$ cat config.mk
export PLATFORM = sky130hd
export DESIGN_NAME = irq_pend_gate
export DESIGN_NICKNAME = d
export VERILOG_FILES = /design/src/rtl/irqp_pkg.sv /design/src/rtl/irqp_filter.sv /design/src/rtl/irqp_trig_reg.sv /design/src/rtl/irqp_pend_reg.sv /design/src/rtl/irqp_read_mux.sv /design/src/rtl/irq_pend_gate.sv
export SDC_FILE = /design/constraint.sdc
export NUM_CORES = 1
export LEC_CHECK = 0
export BUFFER_PORTS_ARGS = -buffer_cell sky130_fd_sc_hd__buf_2
export CAP_MARGIN = 20
export CELL_PAD_IN_SITES_DETAIL_PLACEMENT = 2
export CELL_PAD_IN_SITES_GLOBAL_PLACEMENT = 2
export CORE_MARGIN = 2
export CORE_UTILIZATION = 30
export DETAILED_ROUTE_END_ITERATION = 8
export PLACE_DENSITY_LB_ADDON = 0.1
export RECOVER_POWER = 100
export SLEW_MARGIN = 20
export SYNTH_ARGS = -nofsm -noshare
export SYNTH_HDL_FRONTEND = slang
export SYNTH_HIERARCHICAL = 1
export SYNTH_SLANG_ARGS = --single-unit
$ cat constraint.sdc
create_clock -name clk -period 3.17 [get_ports clk]
set_input_delay 0 -clock clk [delete_from_list [all_inputs] [get_ports clk]]
set_output_delay 0 -clock clk [all_outputs]
set_load 0.03 [all_outputs]
$ cat src/rtl/irqp_pkg.sv
package irqp_pkg;

    localparam int unsigned LINES  = 29;
    localparam int unsigned DATA_W = 32;
    localparam int unsigned ADDR_W = 8;

    localparam logic [ADDR_W-1:0] TRIG_OFS = 8'h10;
    localparam logic [ADDR_W-1:0] PEND_OFS = 8'h14;

    typedef enum logic [1:0] {
        SEL_NONE = 2'd0,
        SEL_TRIG = 2'd1,
        SEL_PEND = 2'd2
    } reg_sel_t;

    typedef struct packed {
        logic              wr;
        logic              rd;
        logic [ADDR_W-1:0] addr;
        logic [DATA_W-1:0] wdata;
        logic              secure;
        logic              priv;
    } bus_req_t;

    function automatic reg_sel_t decode_sel(input logic [ADDR_W-1:0] a);
        reg_sel_t s;
        if (a == TRIG_OFS)      s = SEL_TRIG;
        else if (a == PEND_OFS) s = SEL_PEND;
        else                    s = SEL_NONE;
        return s;
    endfunction

    function automatic logic line_ok(input logic sec_cfg, input logic priv_cfg,
                                     input logic secure, input logic priv);
        return (!sec_cfg || secure) && (!priv_cfg || priv);
    endfunction

endpackage

$ cat src/rtl/irqp_filter.sv
module irqp_filter #(
    parameter int unsigned N = irqp_pkg::LINES
) (
    input  logic [N-1:0] sec_cfg,
    input  logic [N-1:0] priv_cfg,
    input  logic         secure,
    input  logic         priv,
    output logic [N-1:0] grant
);
    import irqp_pkg::*;

    for (genvar i = 0; i < N; i++) begin : g_line
        assign grant[i] = line_ok(sec_cfg[i], priv_cfg[i], secure, priv);
    end

endmodule

$ cat src/rtl/irqp_trig_reg.sv
module irqp_trig_reg #(
    parameter int unsigned N = irqp_pkg::LINES
) (
    input  logic         clk,
    input  logic         rst,
    input  logic         wr_en,
    input  logic [N-1:0] wdata,
    input  logic [N-1:0] grant,
    output logic [N-1:0] trig_q,
    output logic [N-1:0] rise
);
    logic [N-1:0] trig_d;

    always_comb begin
        trig_d = trig_q;
        if (wr_en) trig_d = (trig_q & ~grant) | (wdata & grant);
    end

    assign rise = trig_d & ~trig_q;

    always_ff @(posedge clk) begin
        if (rst) trig_q <= '0;
        else     trig_q <= trig_d;
    end

    // bits refused by the filter keep their value across a write
    blocked_trig_stable_chk: assert property (@(posedge clk) disable iff (rst)
        wr_en |=> (((trig_q ^ $past(trig_q)) & ~$past(grant)) == '0));

    // without a write the trigger register holds
    trig_hold_chk: assert property (@(posedge clk) disable iff (rst)
        !wr_en |=> (trig_q == $past(trig_q)));

endmodule

$ cat src/rtl/irqp_pend_reg.sv
module irqp_pend_reg #(
    parameter int unsigned N = irqp_pkg::LINES
) (
    input  logic         clk,
    input  logic         rst,
    input  logic         clr_en,
    input  logic [N-1:0] wdata,
    input  logic [N-1:0] grant,
    input  logic [N-1:0] set_vec,
    output logic [N-1:0] pend_q
);
    logic [N-1:0] clr_vec;
    logic [N-1:0] pend_d;

    assign clr_vec = clr_en ? (wdata & grant) : '0;

    always_comb begin
        pend_d = pend_q;
        for (int i = 0; i < N; i++) begin
            if (set_vec[i])      pend_d[i] = 1'b1;
            else if (clr_vec[i]) pend_d[i] = 1'b0;
        end
    end

    always_ff @(posedge clk) begin
        if (rst) pend_q <= '0;
        else     pend_q <= pend_d;
    end

    // any set request is visible as a pending bit next cycle
    set_reaches_pend_chk: assert property (@(posedge clk) disable iff (rst)
        (set_vec != '0) |=> ((pend_q & $past(set_vec)) == $past(set_vec)));

    // a pending bit only drops when a permitted clear hit it
    no_spurious_drop_chk: assert property (@(posedge clk) disable iff (rst)
        1'b1 |=> (($past(pend_q) & ~pend_q & ~$past(clr_vec)) == '0));

    // a permitted clear with no competing set empties the bit
    clear_takes_chk: assert property (@(posedge clk) disable iff (rst)
        (clr_vec != '0) |=> ((pend_q & $past(clr_vec) & ~$past(set_vec)) == '0));

endmodule

$ cat src/rtl/irqp_read_mux.sv
module irqp_read_mux #(
    parameter int unsigned N      = irqp_pkg::LINES,
    parameter int unsigned DATA_W = irqp_pkg::DATA_W
) (
    input  logic              clk,
    input  logic              rst,
    input  logic              rd_en,
    input  irqp_pkg::reg_sel_t sel,
    input  logic [N-1:0]      trig,
    input  logic [N-1:0]      pend,
    input  logic [N-1:0]      grant,
    output logic [DATA_W-1:0] rdata_q
);
    import irqp_pkg::*;

    logic [N-1:0] picked;

    always_comb begin
        unique case (sel)
            SEL_TRIG: picked = trig;
            SEL_PEND: picked = pend;
            default:  picked = '0;
        endcase
    end

    always_ff @(posedge clk) begin
        if (rst)        rdata_q <= '0;
        else if (rd_en) rdata_q <= DATA_W'(picked & grant);
        else            rdata_q <= '0;
    end

    // bits above the last line never carry data
    reserved_zero_chk: assert property (@(posedge clk) disable iff (rst)
        rdata_q[DATA_W-1:N] == '0);

    // no read strobe means zero data next cycle
    idle_zero_chk: assert property (@(posedge clk) disable iff (rst)
        !rd_en |=> (rdata_q == '0));

    // refused lines read as zero
    blocked_read_zero_chk: assert property (@(posedge clk) disable iff (rst)
        rd_en |=> ((rdata_q[N-1:0] & ~$past(grant)) == '0));

endmodule

$ cat src/rtl/irq_pend_gate.sv
module irq_pend_gate #(
    parameter int unsigned NUM_LINES = irqp_pkg::LINES,
    parameter int unsigned DATA_W    = irqp_pkg::DATA_W,
    parameter int unsigned ADDR_W    = irqp_pkg::ADDR_W
) (
    input  logic                 clk,
    input  logic                 rst,
    input  logic                 bus_wr,
    input  logic                 bus_rd,
    input  logic [ADDR_W-1:0]    bus_addr,
    input  logic [DATA_W-1:0]    bus_wdata,
    input  logic                 bus_secure,
    input  logic                 bus_priv,
    input  logic [NUM_LINES-1:0] line_sec_cfg,
    input  logic [NUM_LINES-1:0] line_priv_cfg,
    input  logic [NUM_LINES-1:0] hw_edge,
    output logic [DATA_W-1:0]    bus_rdata,
    output logic [NUM_LINES-1:0] irq_req
);
    import irqp_pkg::*;

    bus_req_t             req;
    reg_sel_t             sel;
    logic [NUM_LINES-1:0] grant;
    logic [NUM_LINES-1:0] trig_q;
    logic [NUM_LINES-1:0] trig_rise;
    logic [NUM_LINES-1:0] pend_q;
    logic [NUM_LINES-1:0] set_vec;
    logic [NUM_LINES-1:0] wdata_lines;
    logic                 unused_wdata_hi;

    assign req = '{wr: bus_wr, rd: bus_rd, addr: bus_addr, wdata: bus_wdata,
                   secure: bus_secure, priv: bus_priv};
    assign sel             = decode_sel(req.addr);
    assign wdata_lines     = req.wdata[NUM_LINES-1:0];
    assign unused_wdata_hi = ^req.wdata[DATA_W-1:NUM_LINES];

    irqp_filter #(.N(NUM_LINES)) u_filter (
        .sec_cfg  (line_sec_cfg),
        .priv_cfg (line_priv_cfg),
        .secure   (req.secure),
        .priv     (req.priv),
        .grant    (grant)
    );

    irqp_trig_reg #(.N(NUM_LINES)) u_trig (
        .clk    (clk),
        .rst    (rst),
        .wr_en  (req.wr && sel == SEL_TRIG),
        .wdata  (wdata_lines),
        .grant  (grant),
        .trig_q (trig_q),
        .rise   (trig_rise)
    );

    assign set_vec = hw_edge | trig_rise;

    irqp_pend_reg #(.N(NUM_LINES)) u_pend (
        .clk     (clk),
        .rst     (rst),
        .clr_en  (req.wr && sel == SEL_PEND),
        .wdata   (wdata_lines),
        .grant   (grant),
        .set_vec (set_vec),
        .pend_q  (pend_q)
    );

    irqp_read_mux #(.N(NUM_LINES), .DATA_W(DATA_W)) u_rmux (
        .clk     (clk),
        .rst     (rst),
        .rd_en   (req.rd),
        .sel     (sel),
        .trig    (trig_q),
        .pend    (pend_q),
        .grant   (grant),
        .rdata_q (bus_rdata)
    );

    assign irq_req = pend_q;

    // a trigger bit that became 1 leaves its pending bit set
    trig_rise_pends_chk: assert property (@(posedge clk) disable iff (rst)
        1'b1 |=> ((trig_q & ~$past(trig_q) & ~irq_req) == '0));

    // a write to an unmapped offset leaves the interrupt lines alone
    unmapped_wr_chk: assert property (@(posedge clk) disable iff (rst)
        (bus_wr && sel == SEL_NONE && hw_edge == '0) |=> (irq_req == $past(irq_req)));

    // the cycle after reset everything is empty
    reset_clear_chk: assert property (@(posedge clk)
        rst |=> (irq_req == '0 && bus_rdata == '0));

endmodule

==> results.py, run 1 <==
metrics = {
    "critical_path": {
        "r2r_cells": 4,
        "path_delay_family": "simple AND/OR/NAND/NOR gates",
        "critical_path_buf_inv_count": 3,
        "worstSetupPathType": "in2reg",
        "cp-start-kind": "input port",
        "critPathMaxFanout": 15,
        "cp_slowest_cell": "or4b_1",
        "cp-end-kind": "flip-flop",
        "crit_path_start": "bus_addr[5]",
        "r2r_start": "u_trig/trig_q[0]",
        "crit_required_ns": 3.41,
        "worst-path-stages": 8,
        "slowest_delay_ns": 0.63,
        "crit_chain": "buf_2 > or4b_1 > nor3_1 > inv_1 > ha_1 > buf_4 > a22o_1 > and3_1",
        "r2r_end": "u_pend/pend_q[0]",
        "critPathCapture": "u_rmux/rdata_q[8]",
        "r2r_slack_ns": 1.85,
        "worst-endpoint-arrival_ns": 2.29,
    },
    "logic_synthesis": {
        "yosys.area.top_type": "dfxtp_1",
        "syn_area_sq_um": 4641,
        "seq_area_frac_synth_pct": 37.53,
        "yosysMostFrequentCell": "dfxtp_1",
        "ys_warn_count": 6,
        "yosysUniqueCellTypes": 32,
        "netlist_top_cells_count": "dfxtp_1, and4b_1, nor2_1, or2_2",
        "synth-async-reset-ratio_pct": 0,
        "syn-instance-count": 460,
        "synth.avg_cell_area_sq_um": 10.09,
        "ys.flop_type": "dfxtp_1",
        "synth_edf_count": 0,
        "yosysTopAreaCellShare_pct": 37.53,
        "synth_area_leaders": "dfxtp_1, and4b_1, a22o_1",
        "synth_seq_cells": 87,
    },
    "placed_design": {
        "dp_hpwl_um": 10840,
        "gp_congestion": 0.7629,
        "port_buffers": 187,
        "placed_area_sq_um": 5572,
    },
    "job": {
        "cap_viol_max_count": 0,
    },
    "clocking": {
        "postCtsSetupBuffers": 0,
        "cts_resized": 0,
        "insertion_delay_ns": 0.34,
        "numCtsBuffers": 9,
        "ctsHoldBuffers": 40,
        "cts_tree": "built",
        "cts_buffer_depth": 2,
        "clk_pin_slew_ns": 0.07,
        "clock-sinks": 87,
        "ctsHtreeMaxLevel": 3,
        "cts_root_buffer": "clkbuf_16",
    },
    "global_routing": {
        "grt_pass1_wl_um": 24900,
        "overflow": 0,
        "grt_usage_pct": 19.30,
        "grt_pass1_vias": 4858,
        "grt_antenna_before_repair": 0,
        "grt_max_degree": 88,
    },
    "power_and_ir_drop": {
        "power_density_nw_per_um2": 421.3,
        "power.leakage_uw": 0.002755,
        "vdd_drop_max_uv": 241.2,
        "total_power_uw": 2576,
    },
    "final_layout": {
        "layout.nets": 806,
        "fin_area_sq_um": 6115,
        "multi_input_area_sq_um": 2490,
        "final_util_pct": 40.37,
        "area_growth_syn_to_layout_pct": 31.76,
        "diodes": 0,
        "layout-drive-gt1-share_pct": 34.02,
        "register_area_sq_um": 1742,
        "num-fill-cells": 1697,
    },
    "die": {
        "die-area_sq_um": 16480,
        "placementRows": 45,
        "num_io_pins": 194,
        "core_sq_um": 15150,
        "start_util_pct": 30.64,
        "dieWidth_um": 128.4,
        "die_h_um": 128.4,
    },
    "route": {
        "drc": 0,
        "post_drt_wl_per_cell_um": 18.46,
        "via_count": 4504,
        "viasPerCell": 5.213,
        "wl_um": 15950,
        "final_antenna_net_count": 0,
        "drt_iter0_markers": 116,
        "first_pass_iters": 4,
    },
    "sta": {
        "max_slew_margin_pct": 45.46,
        "fin_crit_ns": 2.050,
        "tns_ns": 0,
        "worst_pin_slew_ns": 0.8169,
        "finalHoldViolCount": 0,
        "finClkSkew_ns": 0.008112,
        "period_share_pct": 64.67,
        "fmax_mhz": 487.8,
        "setup_viol": 0,
        "slew_violations": 0,
        "rsz0062_at_grt": "no",
    },
    "hold_path": {
        "hold_path_class": "in2reg",
    },
    "outcome": {
        "status": "finished clean",
    },
}
-- how the worst min path moves through the flow --
stage / cells past startpoint / from / to
after CTS: 4 / line_priv_cfg[21] / u_trig/trig_q[21]
after floorplan: 2 / bus_wdata[26] / u_trig/trig_q[26]
final: 4 / line_priv_cfg[21] / u_trig/trig_q[21]
after global placement: 3 / bus_wdata[26] / u_trig/trig_q[26]
after detailed placement: 3 / bus_wdata[27] / u_trig/trig_q[27]
after global routing: 3 / line_priv_cfg[27] / u_rmux/rdata_q[27]
-- per-layer routing --
layer / global-route usage [%] / wire [um] / up-vias
met5: 0 / 0 / -
met4: 6.076 / 210 / 0
met3: 2.911 / 599 / 12
met2: 34.26 / 7992 / 107
met1: 24.07 / 7144 / 2215
li1: - / - / 2170
-- flip-flops by register name, summed over array words and instances, names as in the netlist --
name / flops
u_trig/trig_q: 29
u_pend/pend_q: 29
u_rmux/rdata_q: 29
-- layout by cell type (no fill, tap or decap) --
master / n
buf_2: 129
dfxtp_1: 87
clkbuf_1: 61
and4b_1: 58
dlygate4sd3_1: 40
or2_2: 30
nor2_1: 30
nor3_1: 30
a22o_1: 29
and3_1: 29
nand3_1: 26
a21oi_1: 26
a22oi_2: 20
a21bo_2: 20
clkbuf_16: 9
a22oi_1: 9
a21bo_1: 9
buf_4: 7
inv_1: 3
conb_1: 3
a21oi_2: 3
nand3_2: 3
inv_2: 2
ha_1: 2
or4b_1: 1
or4_1: 1
nand2b_1: 1
nor4_4: 1
clkinvlp_4: 1
clkinv_2: 1
bufinv_16: 1
clkbuf_8: 1
nor3_2: 1
nor3b_1: 1
buf_12: 1
-- worst reg2reg max path, delay by kind of cell (launching register included) --
kind | cells | cell delay [ns]
flip-flops | 1 | 0.35
AND/OR/NAND/NOR | 4 | 0.83
-- kinds of logic after synthesis --
logic type      synth area share, %
simple gates                  32.00
compound gates                22.11
buf+inv                       7.738
flops                         37.53
fa+ha+maj                    0.5391
other cells                 0.08081
-- stage by stage --
step	setup WS [ns]	std cells	hold slack, ns
floorplan	1.353	462	0.1305
global placement	0.8647	808	0.2607
detailed placement	0.7982	808	0.2686
CTS	1.157	864	0.0006459
global route	0.9881	864	0.01779
finish	1.120	864	0.009954
-- where the power goes --
group	switching (uW)	internal (uW)	total (uW)	leakage [uW]
Sequential	22.6	1120	1140	0.000710
Combinational	210	150	360	0.00190
Clock	441	633	1070	0.000140
Total	674	1900	2580	0.00275
-- final cells by class --
class,instances,area share [%]
sequential,87,28.48
multi-input combinational,333,40.72
clock inverter,3,0.6957
tap,188,3.847
inverter,5,0.3069
clock buffer,13,4.092
timing repair buffer,235,21.85
Note: power is estimated with default switching activity, not from simulation.
==> run 2: changes to the inputs <==
Settings changed: CORE_UTILIZATION 30 to 28.
Clock period 3.17 ns to 2.1 ns, I/O delays scaled along.
==> results.py, run 2 (same netlist as run 1, synthesis figures left out) <==
metrics = {
    "outcome": {
        "status": "finished clean",
    },
    "critical_path": {
        "worst-endpoint-arrival_ns": 2.09,
        "crit_required_ns": 2.37,
        "crit_path_start": "bus_addr[5]",
        "crit_chain": "buf_2 > or4b_4 > nor3_1 > buf_4 > buf_12 > nand3_1 > dlygate4sd3_1 > a21oi_1",
        "r2r_end": "u_pend/pend_q[14]",
        "cp-start-kind": "input port",
        "critical_path_buf_inv_count": 4,
        "r2r_slack_ns": 0.77,
        "r2r_start": "u_trig/trig_q[14]",
        "path_delay_family": "buffers and inverters",
        "critPathCapture": "u_trig/trig_q[28]",
        "slowest_delay_ns": 0.57,
        "critPathMaxFanout": 33,
        "r2r_cells": 4,
        "cp_slowest_cell": "or4b_4",
        "worst-path-stages": 8,
        "cp-end-kind": "flip-flop",
        "worstSetupPathType": "in2reg",
    },
    "global_routing": {
        "grt_antenna_before_repair": 0,
        "grt_usage_pct": 19.24,
        "overflow": 0,
        "grt_pass1_vias": 5216,
        "grt_pass1_wl_um": 27280,
        "grt_max_degree": 37,
    },
    "job": {
        "cap_viol_max_count": 0,
    },
    "final_layout": {
        "area_growth_syn_to_layout_pct": 36.24,
        "final_common_cell": "buf_2",
        "diodes": 0,
        "fin_area_sq_um": 6322,
        "layout-drive-gt1-share_pct": 35.13,
        "mostFrequentLayoutCells": "buf_2, dfxtp_1, clkbuf_1",
        "top_regs": "u_pend/pend_q (29), u_rmux/rdata_q (29), u_trig/trig_q (29)",
        "layout.nets": 816,
    },
    "sta": {
        "finClkSkew_ns": 0.005455,
        "fmax_mhz": 551.1,
        "timing.hold.ws_ns": 0.01023,
        "rsz0062_at_grt": "no",
        "slew_violations": 0,
        "period_share_pct": 86.40,
        "tns_ns": 0,
        "setup_viol": 0,
        "fin_crit_ns": 1.815,
        "finalHoldViolCount": 0,
    },
    "die": {
        "die-area_sq_um": 17620,
        "core_sq_um": 16410,
        "num_io_pins": 194,
        "start_util_pct": 28.28,
        "dieWidth_um": 132.7,
        "placementRows": 47,
        "die_h_um": 132.7,
    },
    "clocking": {
        "cts_buffer_depth": 2,
        "insertion_delay_ns": 0.34,
        "cts_root_buffer": "clkbuf_16",
        "clk_pin_slew_ns": 0.07,
        "numCtsBuffers": 9,
        "ctsHtreeMaxLevel": 3,
        "cts_tree": "built",
        "clock-sinks": 87,
    },
    "hold_path": {
        "hold_path_class": "in2reg",
    },
    "route": {
        "post_drt_wl_per_cell_um": 18.25,
        "viasPerCell": 5.021,
        "wl_um": 16530,
        "drc": 0,
        "final_antenna_net_count": 0,
        "via_count": 4549,
        "first_pass_iters": 4,
        "drt_iter0_markers": 127,
    },
    "placed_design": {
        "gp_congestion": 0.7320,
        "placed_area_sq_um": 5779,
        "port_buffers": 187,
        "dp_hpwl_um": 11680,
    },
    "power_and_ir_drop": {
        "power_density_nw_per_um2": 604.4,
        "power.leakage_uw": 0.002824,
        "vdd_drop_max_uv": 392.8,
    },
}
[run 2: cell types whose count changed in the layout (fill, tap and decap cells not counted)]
cell	previous run	this run
dlygate4sd3_1	40	41
buf_4	7	8
clkbuf_8	1	2
or4b_4	0	1
a21oi_2	3	2
bufinv_16	1	0
nor3_2	1	2
clkbuf_1	61	60
buf_12	1	9
or4b_1	1	0
nor3_1	30	29
a21oi_1	26	27
clkinv_2	1	2
[run 2: how the worst min path moves through the flow]
stage | depth (start not counted) | from | to
floorplan | 2 | bus_wdata[26] | u_trig/trig_q[26]
global placement | 3 | bus_wdata[27] | u_trig/trig_q[27]
global route | 3 | line_priv_cfg[22] | u_rmux/rdata_q[22]
finish | 4 | line_priv_cfg[16] | u_trig/trig_q[16]
CTS | 4 | line_priv_cfg[16] | u_trig/trig_q[16]
detailed placement | 3 | bus_wdata[26] | u_trig/trig_q[26]
[run 2: timing repair]
| item | in CTS | in global routing |
|---|---|---|
| hold buffers | 41 | 0 |
| endpoints found under the hold margin | 35 | 0 |
| gates resized for setup | 0 | 0 |
| buffers inserted | 0 | 0 |
[run 2: final cells by class]
class	count	area, sq um
clock inverter	3	17.52
multi-input combinational	333	2495
inverter	5	18.77
fill	1869	10080
tap	220	275.3
sequential	87	1742
clock buffer	13	260.3
timing repair buffer	245	1514
[run 2: per-layer routing]
metal / up-vias / routed length, um / global-route usage [%]
met5: - / 0 / 0
met4: 0 / 176 / 5.376
met1: 2244 / 7326 / 23.72
met2: 108 / 8353 / 34.11
li1: 2186 / - / -
met3: 11 / 675 / 3.678
[run 2: where the power goes]
part | total [uW] | switching, uW | internal, uW
combinational | 560 | 323 | 236
sequential | 1720 | 34.1 | 1690
clock | 1540 | 672 | 865
[run 2: metrics by stage]
stage / std cells / setup slack, ns / power (uW) / util (%)
detailed placement: 849 / 0.02210 / 2291 / 35.22
CTS: 906 / 0.3642 / 3911 / 39.42
global placement: 849 / 0.1215 / 2268 / 35.22
finish: 906 / 0.2855 / 3821 / 38.53
global route: 906 / 0.1757 / 4022 / 38.53
floorplan: 462 / 0.2825 / 2041 / -
[run 2: tightest hold or removal path, cell delays in order]
cell and delay, ns:
buf_2 0.09, a22oi_2 0.07, nand3_1 0.09, a21oi_1 0.05
